==> src/rtl/lp_pkg_types.sv <==
package lp_pkg_types;

  // per-core idle codes
  localparam logic [1:0] CS_ACT = 2'd0;
  localparam logic [1:0] CS_C1  = 2'd1;
  localparam logic [1:0] CS_C3  = 2'd2;
  localparam logic [1:0] CS_C6  = 2'd3;

  // package state codes on the output
  localparam logic [1:0] PK_ACT = 2'd0;
  localparam logic [1:0] PK_C3  = 2'd2;
  localparam logic [1:0] PK_C6  = 2'd3;

  typedef enum logic [2:0] {
    ST_ACT  = 3'd0,
    ST_REQ  = 3'd1,
    ST_C3   = 3'd2,
    ST_SAVE = 3'd3,
    ST_C6   = 3'd4,
    ST_EXIT = 3'd5
  } pkg_fsm_e;

  function automatic logic [1:0] lvl_min(input logic [1:0] a, input logic [1:0] b);
    return (a < b) ? a : b;
  endfunction

endpackage

==> src/rtl/lp_core_min.sv <==
module lp_core_min #(
  parameter int NUM_CORES = 4,
  localparam int CW = 2*NUM_CORES
) (
  input  logic [CW-1:0] core_cstate_i,
  output logic [1:0]    min_o
);
  import lp_pkg_types::*;

  logic [1:0] chain [NUM_CORES];

  genvar gi;
  generate
    for (gi = 0; gi < NUM_CORES; gi++) begin : g_min
      if (gi == 0) begin : g_first
        assign chain[gi] = core_cstate_i[1:0];
      end else begin : g_rest
        assign chain[gi] = lvl_min(core_cstate_i[2*gi +: 2], chain[gi-1]);
      end
    end
  endgenerate

  assign min_o = chain[NUM_CORES-1];

endmodule

==> src/rtl/lp_save_tracker.sv <==
module lp_save_tracker #(
  parameter int NUM_CORES = 4
) (
  input  logic                 clk_i,
  input  logic                 rst_ni,
  input  logic                 collect_i,
  input  logic [NUM_CORES-1:0] ack_i,
  output logic                 all_done_o
);
  logic [NUM_CORES-1:0] seen_q;

  genvar gi;
  generate
    for (gi = 0; gi < NUM_CORES; gi++) begin : g_seen
      always_ff @(posedge clk_i or negedge rst_ni) begin
        if (!rst_ni)            seen_q[gi] <= 1'b0;
        else if (!collect_i)    seen_q[gi] <= 1'b0;
        else if (ack_i[gi])     seen_q[gi] <= 1'b1;
      end
    end
  endgenerate

  assign all_done_o = collect_i && (&(seen_q | ack_i));

endmodule

==> src/rtl/lp_pkg_fsm.sv <==
module lp_pkg_fsm (
  input  logic                   clk_i,
  input  logic                   rst_ni,
  input  logic [1:0]             min_lvl_i,
  input  logic                   wake_i,
  input  logic                   grant_valid_i,
  input  logic [1:0]             grant_level_i,
  input  logic                   save_done_i,
  output lp_pkg_types::pkg_fsm_e state_o,
  output logic [1:0]             req_lvl_o,
  output logic                   save_pulse_o
);
  import lp_pkg_types::*;

  pkg_fsm_e   state_q, state_d;
  logic [1:0] req_q, req_d;
  logic       pulse_q, pulse_d;
  logic [1:0] eff_lvl;

  assign eff_lvl = lvl_min(grant_level_i, req_q);

  always_comb begin
    state_d = state_q;
    req_d   = req_q;
    pulse_d = 1'b0;
    unique case (state_q)
      ST_ACT: begin
        if (!wake_i && (min_lvl_i >= CS_C3)) begin
          state_d = ST_REQ;
          req_d   = min_lvl_i;
        end
      end
      ST_REQ: begin
        if (wake_i || (min_lvl_i < req_q)) begin
          state_d = ST_ACT;
        end else if (grant_valid_i) begin
          if (eff_lvl == CS_C6) begin
            state_d = ST_SAVE;
            pulse_d = 1'b1;
          end else if (eff_lvl == CS_C3) begin
            state_d = ST_C3;
          end else begin
            state_d = ST_ACT;
          end
        end
      end
      ST_C3: begin
        if (wake_i || (min_lvl_i < CS_C3)) state_d = ST_ACT;
      end
      ST_SAVE: begin
        if (wake_i || (min_lvl_i < CS_C6)) state_d = ST_ACT;
        else if (save_done_i)              state_d = ST_C6;
      end
      ST_C6: begin
        if (wake_i || (min_lvl_i < CS_C6)) state_d = ST_EXIT;
      end
      ST_EXIT: state_d = ST_ACT;
      default: state_d = ST_ACT;
    endcase
  end

  always_ff @(posedge clk_i or negedge rst_ni) begin
    if (!rst_ni) begin
      state_q <= ST_ACT;
      req_q   <= CS_ACT;
      pulse_q <= 1'b0;
    end else begin
      state_q <= state_d;
      req_q   <= req_d;
      pulse_q <= pulse_d;
    end
  end

  assign state_o      = state_q;
  assign req_lvl_o    = req_q;
  assign save_pulse_o = pulse_q;

endmodule

==> src/rtl/lp_pkg_resolver.sv <==
module lp_pkg_resolver #(
  parameter int NUM_CORES = 4,
  localparam int CW = 2*NUM_CORES
) (
  input  logic                 clk_i,
  input  logic                 rst_ni,
  input  logic [CW-1:0]        core_cstate_i,
  input  logic                 wake_i,
  input  logic                 grant_valid_i,
  input  logic [1:0]           grant_level_i,
  input  logic [NUM_CORES-1:0] save_ack_i,
  output logic [1:0]           pkg_state_o,
  output logic                 llc_snoop_o,
  output logic [NUM_CORES-1:0] save_req_o,
  output logic                 vreduce_o,
  output logic                 perm_req_o,
  output logic [1:0]           perm_level_o
);
  import lp_pkg_types::*;

  logic [1:0] min_lvl;
  logic       save_done;
  logic       save_pulse;
  logic [1:0] req_lvl;
  pkg_fsm_e   state;

  lp_core_min #(.NUM_CORES(NUM_CORES)) u_min (
    .core_cstate_i (core_cstate_i),
    .min_o         (min_lvl)
  );

  lp_save_tracker #(.NUM_CORES(NUM_CORES)) u_save (
    .clk_i      (clk_i),
    .rst_ni     (rst_ni),
    .collect_i  (state == ST_SAVE),
    .ack_i      (save_ack_i),
    .all_done_o (save_done)
  );

  lp_pkg_fsm u_fsm (
    .clk_i         (clk_i),
    .rst_ni        (rst_ni),
    .min_lvl_i     (min_lvl),
    .wake_i        (wake_i),
    .grant_valid_i (grant_valid_i),
    .grant_level_i (grant_level_i),
    .save_done_i   (save_done),
    .state_o       (state),
    .req_lvl_o     (req_lvl),
    .save_pulse_o  (save_pulse)
  );

  always_comb begin
    unique case (state)
      ST_C3:                    pkg_state_o = PK_C3;
      ST_SAVE, ST_C6, ST_EXIT:  pkg_state_o = PK_C6;
      default:                  pkg_state_o = PK_ACT;
    endcase
  end

  assign llc_snoop_o  = (pkg_state_o != PK_ACT);
  assign save_req_o   = {NUM_CORES{save_pulse}};
  assign vreduce_o    = (state == ST_C6);
  assign perm_req_o   = (state == ST_REQ);
  assign perm_level_o = req_lvl;

endmodule

==> config.mk <==
export PLATFORM = sky130hd
export DESIGN_NAME = lp_pkg_resolver
export DESIGN_NICKNAME = d
export VERILOG_FILES = /design/src/rtl/lp_pkg_types.sv /design/src/rtl/lp_core_min.sv /design/src/rtl/lp_save_tracker.sv /design/src/rtl/lp_pkg_fsm.sv /design/src/rtl/lp_pkg_resolver.sv
export SDC_FILE = /design/constraint.sdc
export NUM_CORES = 1
export LEC_CHECK = 0
export CAP_MARGIN = 10
export CORE_MARGIN = 8
export CORE_UTILIZATION = 46
export DETAILED_ROUTE_END_ITERATION = 10
export GPL_TIMING_DRIVEN = 0
export PLACE_DENSITY = 0.83
export SLEW_MARGIN = 5
export SYNTH_ARGS = -nofsm -noshare
export SYNTH_HDL_FRONTEND = slang
export SYNTH_HIERARCHICAL = 1
export SYNTH_SLANG_ARGS = --single-unit
==> constraint.sdc <==
create_clock -name clk_i -period 2.8 [get_ports clk_i]
set_input_delay 0.42 -clock clk_i [delete_from_list [all_inputs] [get_ports clk_i]]
set_output_delay 0.42 -clock clk_i [all_outputs]
set_load 0.02 [all_outputs]
==> results.sh, run 1 <==
export IMPL_slowest_stage="clkdlybuf4s50_1"
export IMPL_grt_overflow=0
export IMPL_post_route_period_util=0.945
export IMPL_avgSynthCellArea_um2=10.2
export IMPL_fin_ws_ns=0.154
export IMPL_netlist_instances=77
export IMPL_dp_final_hpwl_um=1470
export IMPL_holdBufCountCts=0
export IMPL_first_pass_iters=4
export IMPL_drt_iter0_markers=6
export IMPL_final_cells=125
export IMPL_async_flop_share=1.00
export IMPL_diodes=0
export IMPL_maxCapViolCount=0
export IMPL_numCtsBuffers=3
export IMPL_grt_pass1_vias=710
export IMPL_crit_required_ns=2.94
export IMPL_clk_latency_ns=0.25
export IMPL_portBuffers=28
export IMPL_die_area_mm2=0.00328
export IMPL_cp_arrival_ns=2.78
export IMPL_tightestPinTransition_ns=0.435
export IMPL_slowest_delay_ns=0.48
export IMPL_status="finished, final reports clean"
export IMPL_synth_area_um2=782
export IMPL_grt_util_all_layers=0.112
export IMPL_power_total_mw=0.532
export IMPL_grt_max_degree=11
export IMPL_synth_net_count=104
export IMPL_ctsLongestPathBuffers=2
export IMPL_synth_area_top_cells="dfrtp_1, ha_1, buf_4"
export IMPL_antenna_found_initial=0
export IMPL_ioPinCount=29
export IMPL_relSlewSlack=0.709
export IMPL_crit_top_cell="ha_1"
export IMPL_die_height_um=57.2
export IMPL_path_class="input pin to flip-flop"
export IMPL_r2r_slack_ns=0.86
export IMPL_placedInstanceArea_mm2=0.00108
export IMPL_critPathMaxFanout=4
export IMPL_vias=661
export IMPL_gp_congestion=0.815
export IMPL_rsz0062_at_grt="false"
export IMPL_startpoint_type="input pin"
export IMPL_start_util=0.468
export IMPL_p_leak_nw=0.506
export IMPL_drive_gt1_frac=0.204
export IMPL_fin_skew_ns=0.000697
export IMPL_fp_dieW_um=57.2
export IMPL_synth_edf_count=0
export IMPL_grt_pass1_wl_um=3000
export IMPL_synth_area_leader_cell="dfrtp_1"
export IMPL_hp_class="input pin to async pin"
export IMPL_clk_pin_slew_worst_paths_ns=0.06
export IMPL_drcViolationCount=0
export IMPL_crit_chain="clkdlybuf4s50_1 > ha_1 > ha_1 > inv_1 > ha_1 > nand2b_1 > a31oi_2 > nand2b_1 > a21oi_1 > nor4_2 > nor3_4 > mux2_4"
export IMPL_num_rows=15
export IMPL_synth_ff_latch_count=10
export IMPL_crit_path_end_kind="flip-flop"
export IMPL_ant_nets=0
export IMPL_period_needed_ns=2.65
export IMPL_h_tree_depth=1
export IMPL_irDropWorstVdd_uv=232
export IMPL_finalHoldViolCount=0
export IMPL_crit_path_start="core_cstate_i[1]"
export IMPL_p_per_area_mw_per_mm2=476
export IMPL_finalSetupViolations=0
export IMPL_r2r_end="u_fsm/state_o[1]"
export IMPL_ys_warn_count=6
export IMPL_wire_per_inst_um=13.6
export IMPL_core_area_mm2=0.00167
export IMPL_root_buffer="clkbuf_4"
export IMPL_rr_startpoint="u_fsm/state_o[2]"
export IMPL_drt_total_wl_um=1710
export IMPL_timing_hold_ws_ns=0.476
export IMPL_synth_top_area_frac=0.320
export IMPL_ys_seq_area_frac=0.320
export IMPL_clock_fmax_mhz=378
export IMPL_synth_common_cells="dfrtp_1, ha_1, nor2_1"
export IMPL_r2r_cells=7
export IMPL_via_per_inst=5.29
export IMPL_post_place_ws_ns=-0.197
export IMPL_nets=137
export IMPL_yosysMostFrequentCell="dfrtp_1"
export IMPL_dp_cells=122
export IMPL_yosysUniqueCellTypes=36
export IMPL_drv_slew=0
export IMPL_cts_tree="built"
export IMPL_clock_sinks=10
export IMPL_stdcell_area_mm2=0.00112
export IMPL_syn_to_final_growth_pct=43.0
export IMPL_critPathCapture="u_fsm/state_o[1]"
export IMPL_ys_flop_type="dfrtp_1"
-- worst min path at each step --
stage | to | slack, ns | from
2_1_floorplan | u_fsm/req_lvl_o[0] | 0.12 | rst_ni
3_3_place_gp | u_save/seen_q[1] | 0.46 | u_save/seen_q[1]
3_5_place_dp | u_save/seen_q[1] | 0.47 | u_save/seen_q[1]
4_1_cts | u_save/seen_q[0] | 0.48 | rst_ni
5_1_grt | u_save/seen_q[3] | 0.51 | rst_ni
6_report | u_save/seen_q[3] | 0.48 | rst_ni
-- routing by layer --
metal	vias to the layer above	track usage	wire length, um
li1	326	-	-
met1	309	0.116	679
met2	24	0.200	890
met3	2	0.0404	129
met4	0	0.0429	6
met5	-	0	0
-- layout by cell type (no fill, tap or decap), types with 2 or more instances in the layout --
cell type,instances
nand2b_1,3
nor2_1,8
clkdlybuf4s50_1,28
nand2_1,2
ha_1,9
nand3b_1,2
clkbuf_4,3
o21a_1,3
inv_1,6
buf_4,5
dfrtp_1,10
-- worst max-delay path, delay by kind of cell --
family,cells,cell delay (ns)
and+or+nand+nor,4,0.70
buffers and inverters,2,0.53
adders and majority gates,3,0.53
AOI/OAI and AO/OA,2,0.30
muxes,1,0.30
-- registers in the layout, summed over array words and instances (netlist names) --
| signal | flops |
|---|---|
| u_fsm/state_o | 3 |
| u_fsm/save_pulse_o | 1 |
| u_save/seen_q | 4 |
| u_fsm/req_lvl_o | 2 |
-- repair_timing --
| action | CTS | global route |
|---|---|---|
| buffers inserted | 0 | 0 |
| endpoints found under the setup margin | 0 | 3 |
| gates resized for setup | 0 | 2 |
-- power by group --
group	switching (mW)	internal [mW]
registers	0.0285	0.165
clock network	0.0411	0.0492
logic	0.120	0.128
total	0.190	0.343
-- stage by stage --
step / utilization / setup TNS, ns
floorplan: - / 0
global placement: 0.649 / -0.293
detailed placement: 0.649 / -0.529
CTS: 0.662 / 0
global route: 0.670 / 0
finish: 0.670 / 0
-- cells by family (layout without fill, tap and decap cells) --
family	Yosys count	after routing	share of synthesized area
xor+xnor	1	1	0.0112
simple gates	30	30	0.274
buf+inv	12	43	0.0912
flops	10	10	0.320
mux	3	3	0.0464
compound gates	12	12	0.114
fa+ha+maj	9	9	0.144
-- final cells by class --
| class | count | area, um2 |
|---|---|---|
| multi-input combinational | 55 | 473 |
| timing repair buffer | 28 | 280 |
| sequential | 10 | 250 |
| tap | 17 | 21.3 |
| clock buffer | 3 | 22.5 |
| fill | 156 | 552 |
| inverter | 6 | 22.5 |
| buffer | 6 | 48.8 |
No activity file was read; power rests on OpenSTA's default activity.
==> run 2, diff against run 1 <==
- SYNTH_HIERARCHICAL: 1 -> not set
- clock period: 2.8 -> 3.3 ns (I/O delays scaled with it)
==> results.sh, run 2 <==
export IMPL_status="finished, final reports clean"
export IMPL_synth_common_cells="nor2_1, dfrtp_1, ha_1"
export IMPL_wire_per_inst_um=14.0
export IMPL_synth_area_um2=768
export IMPL_holdBufCountCts=0
export IMPL_grt_util_all_layers=0.115
export IMPL_avgSynthCellArea_um2=9.60
export IMPL_gp_congestion=0.906
export IMPL_grt_pass1_vias=702
export IMPL_grt_pass1_wl_um=3060
export IMPL_multi_input_area_um2=454
export IMPL_synth_ff_latch_count=10
export IMPL_syn_to_final_growth_pct=42.0
export IMPL_layout_commonest_cell="clkdlybuf4s50_1"
export IMPL_path_class="input pin to flip-flop"
export IMPL_postCtsSetupBuffers=0
export IMPL_drcViolationCount=0
export IMPL_power_total_mw=0.535
export IMPL_ys_warn_count=0
export IMPL_ys_flop_type="dfrtp_1"
export IMPL_yosysUniqueCellTypes=28
export IMPL_clk_latency_ns=0.26
export IMPL_core_area_mm2=0.00154
export IMPL_num_rows=14
export IMPL_irDropWorstVdd_uv=263
export IMPL_relSlewSlack=0.678
export IMPL_clock_fmax_mhz=393
export IMPL_fp_dieW_um=56.9
export IMPL_ant_nets=0
export IMPL_period_needed_ns=2.54
export IMPL_startpoint_type="input pin"
export IMPL_root_buffer="clkbuf_4"
export IMPL_cts_tree="built"
export IMPL_rr_startpoint="u_fsm.state_o[2]"
export IMPL_yosysMostFrequentCell="nor2_1"
export IMPL_ys_seq_area_frac=0.326
export IMPL_r2r_slack_ns=1.58
export IMPL_synth_area_leader_cell="dfrtp_1"
export IMPL_clock_sinks=10
export IMPL_async_flop_share=1.00
export IMPL_r2r_cells=6
export IMPL_hp_class="flip-flop to flip-flop"
export IMPL_die_area_mm2=0.00323
export IMPL_tns_ns=0
export IMPL_synth_net_count=108
export IMPL_critPathCapture="u_fsm.state_o[0]"
export IMPL_finalHoldViolCount=0
export IMPL_grt_max_degree=11
export IMPL_first_pass_iters=4
export IMPL_drv_slew=0
export IMPL_largest_reg_flops=4
export IMPL_diodes=0
export IMPL_r2r_end="u_fsm.state_o[0]"
export IMPL_seq_area_um2=250
export IMPL_rsz0062_at_grt="false"
export IMPL_start_util=0.498
export IMPL_maxCapViolCount=0
export IMPL_netlist_instances=80
export IMPL_fin_skew_ns=0.00160
export IMPL_crit_required_ns=3.45
export IMPL_crit_path_start="core_cstate_i[1]"
export IMPL_portBuffers=28
export IMPL_clk_pin_slew_worst_paths_ns=0.06
export IMPL_critPathMaxFanout=4
export IMPL_antenna_found_initial=0
export IMPL_post_route_period_util=0.771
export IMPL_final_util=0.708
export IMPL_synth_area_top_cells="dfrtp_1, ha_1, nor2_1"
export IMPL_dp_final_hpwl_um=1550
export IMPL_tightestPinTransition_ns=0.481
export IMPL_drt_iter0_markers=11
export IMPL_p_leak_nw=0.497
export IMPL_cts_resized=0
export IMPL_die_height_um=56.9
export IMPL_synth_edf_count=0
export IMPL_final_cell_mix="clkdlybuf4s50_1, nor2_1, ha_1, dfrtp_1, inv_1"
export IMPL_crit_path_end_kind="flip-flop"
export IMPL_numCtsBuffers=3
export IMPL_via_per_inst=5.34
export IMPL_synth_top_area_frac=0.326
export IMPL_nets=141
export IMPL_h_tree_depth=1
export IMPL_drive_gt1_frac=0.153
export IMPL_n_fill_cell=133
export IMPL_cp_arrival_ns=2.69
export IMPL_top_register="u_save.seen_q"
export IMPL_finalSetupViolations=0
export IMPL_ioPinCount=29
export IMPL_grt_overflow=0
export IMPL_p_per_area_mw_per_mm2=490
export IMPL_vias=678
export IMPL_drt_total_wl_um=1780
export IMPL_ctsLongestPathBuffers=2
==> run 2: worst max-delay path, cell delays in order <==
cell and delay [ns]:
clkdlybuf4s50_1 0.44, ha_1 0.23, ha_1 0.20, inv_1 0.06, ha_1 0.17, inv_1 0.08
a221oi_4 0.36, nor2_1 0.14, a22oi_4 0.24, o21ai_0 0.13, o2bb2ai_1 0.14
==> run 2: report_power, final <==
group | total (mW) | switching, mW | internal (mW)
logic | 0.282 | 0.144 | 0.137
clock network | 0.0844 | 0.0422 | 0.0422
registers | 0.169 | 0.0237 | 0.145
==> run 2: routing by layer <==
metal | vias up | share of wire | track usage
li1 | 334 | - | -
met1 | 315 | 0.41 | 0.118
met2 | 27 | 0.49 | 0.201
met3 | 2 | 0.084 | 0.0360
met4 | 0 | 0.013 | 0.0604
met5 | - | 0 | 0
==> run 2: area by class of cell <==
type / count / area share
Inverter: 9 / 0.0310
Clock buffer: 3 / 0.0206
Tap cell: 16 / 0.0183
Timing Repair Buffer: 28 / 0.257
Buffer: 4 / 0.0275
Multi-Input combinational cell: 57 / 0.416
Sequential cell: 10 / 0.229
==> run 2: through the flow <==
step | std cells | instance area [um2] | worst slack (ns) | hold slack, ns
after floorplan | 80 | 768 | 1.12 | 0.199
after global placement | 124 | 1070 | 0.536 | 0.457
after detailed placement | 124 | 1070 | 0.473 | 0.473
after CTS | 127 | 1090 | 0.740 | 0.488
after global routing | 127 | 1090 | 0.594 | 0.498
final | 127 | 1090 | 0.757 | 0.481
==> run 2: worst min-delay path by stage <==
| stage | from | endpoint | cells after the start |
|---|---|---|---|
| after detailed placement | u_save.seen_q[1] | u_save.seen_q[1] | 2 |
| final | u_save.seen_q[1] | u_save.seen_q[1] | 2 |
| after CTS | u_save.seen_q[1] | u_save.seen_q[1] | 2 |
| after floorplan | rst_ni | u_fsm.req_lvl_o[0] | 0 |
| after global placement | u_save.seen_q[0] | u_save.seen_q[0] | 2 |
| after global routing | u_save.seen_q[1] | u_save.seen_q[1] | 2 |
==> run 2: cell families (layout without fill, tap and decap cells) <==
kind of cell    after synthesis  in the layout  share of synthesized area
mux                           1              1                     0.0147
compound gates               16             16                      0.217
flops                        10             10                      0.326
fa+ha+maj                    10             10                      0.163
buf+inv                      13             44                     0.0831
simple gates                 29             29                      0.186
xor+xnor                      1              1                     0.0114
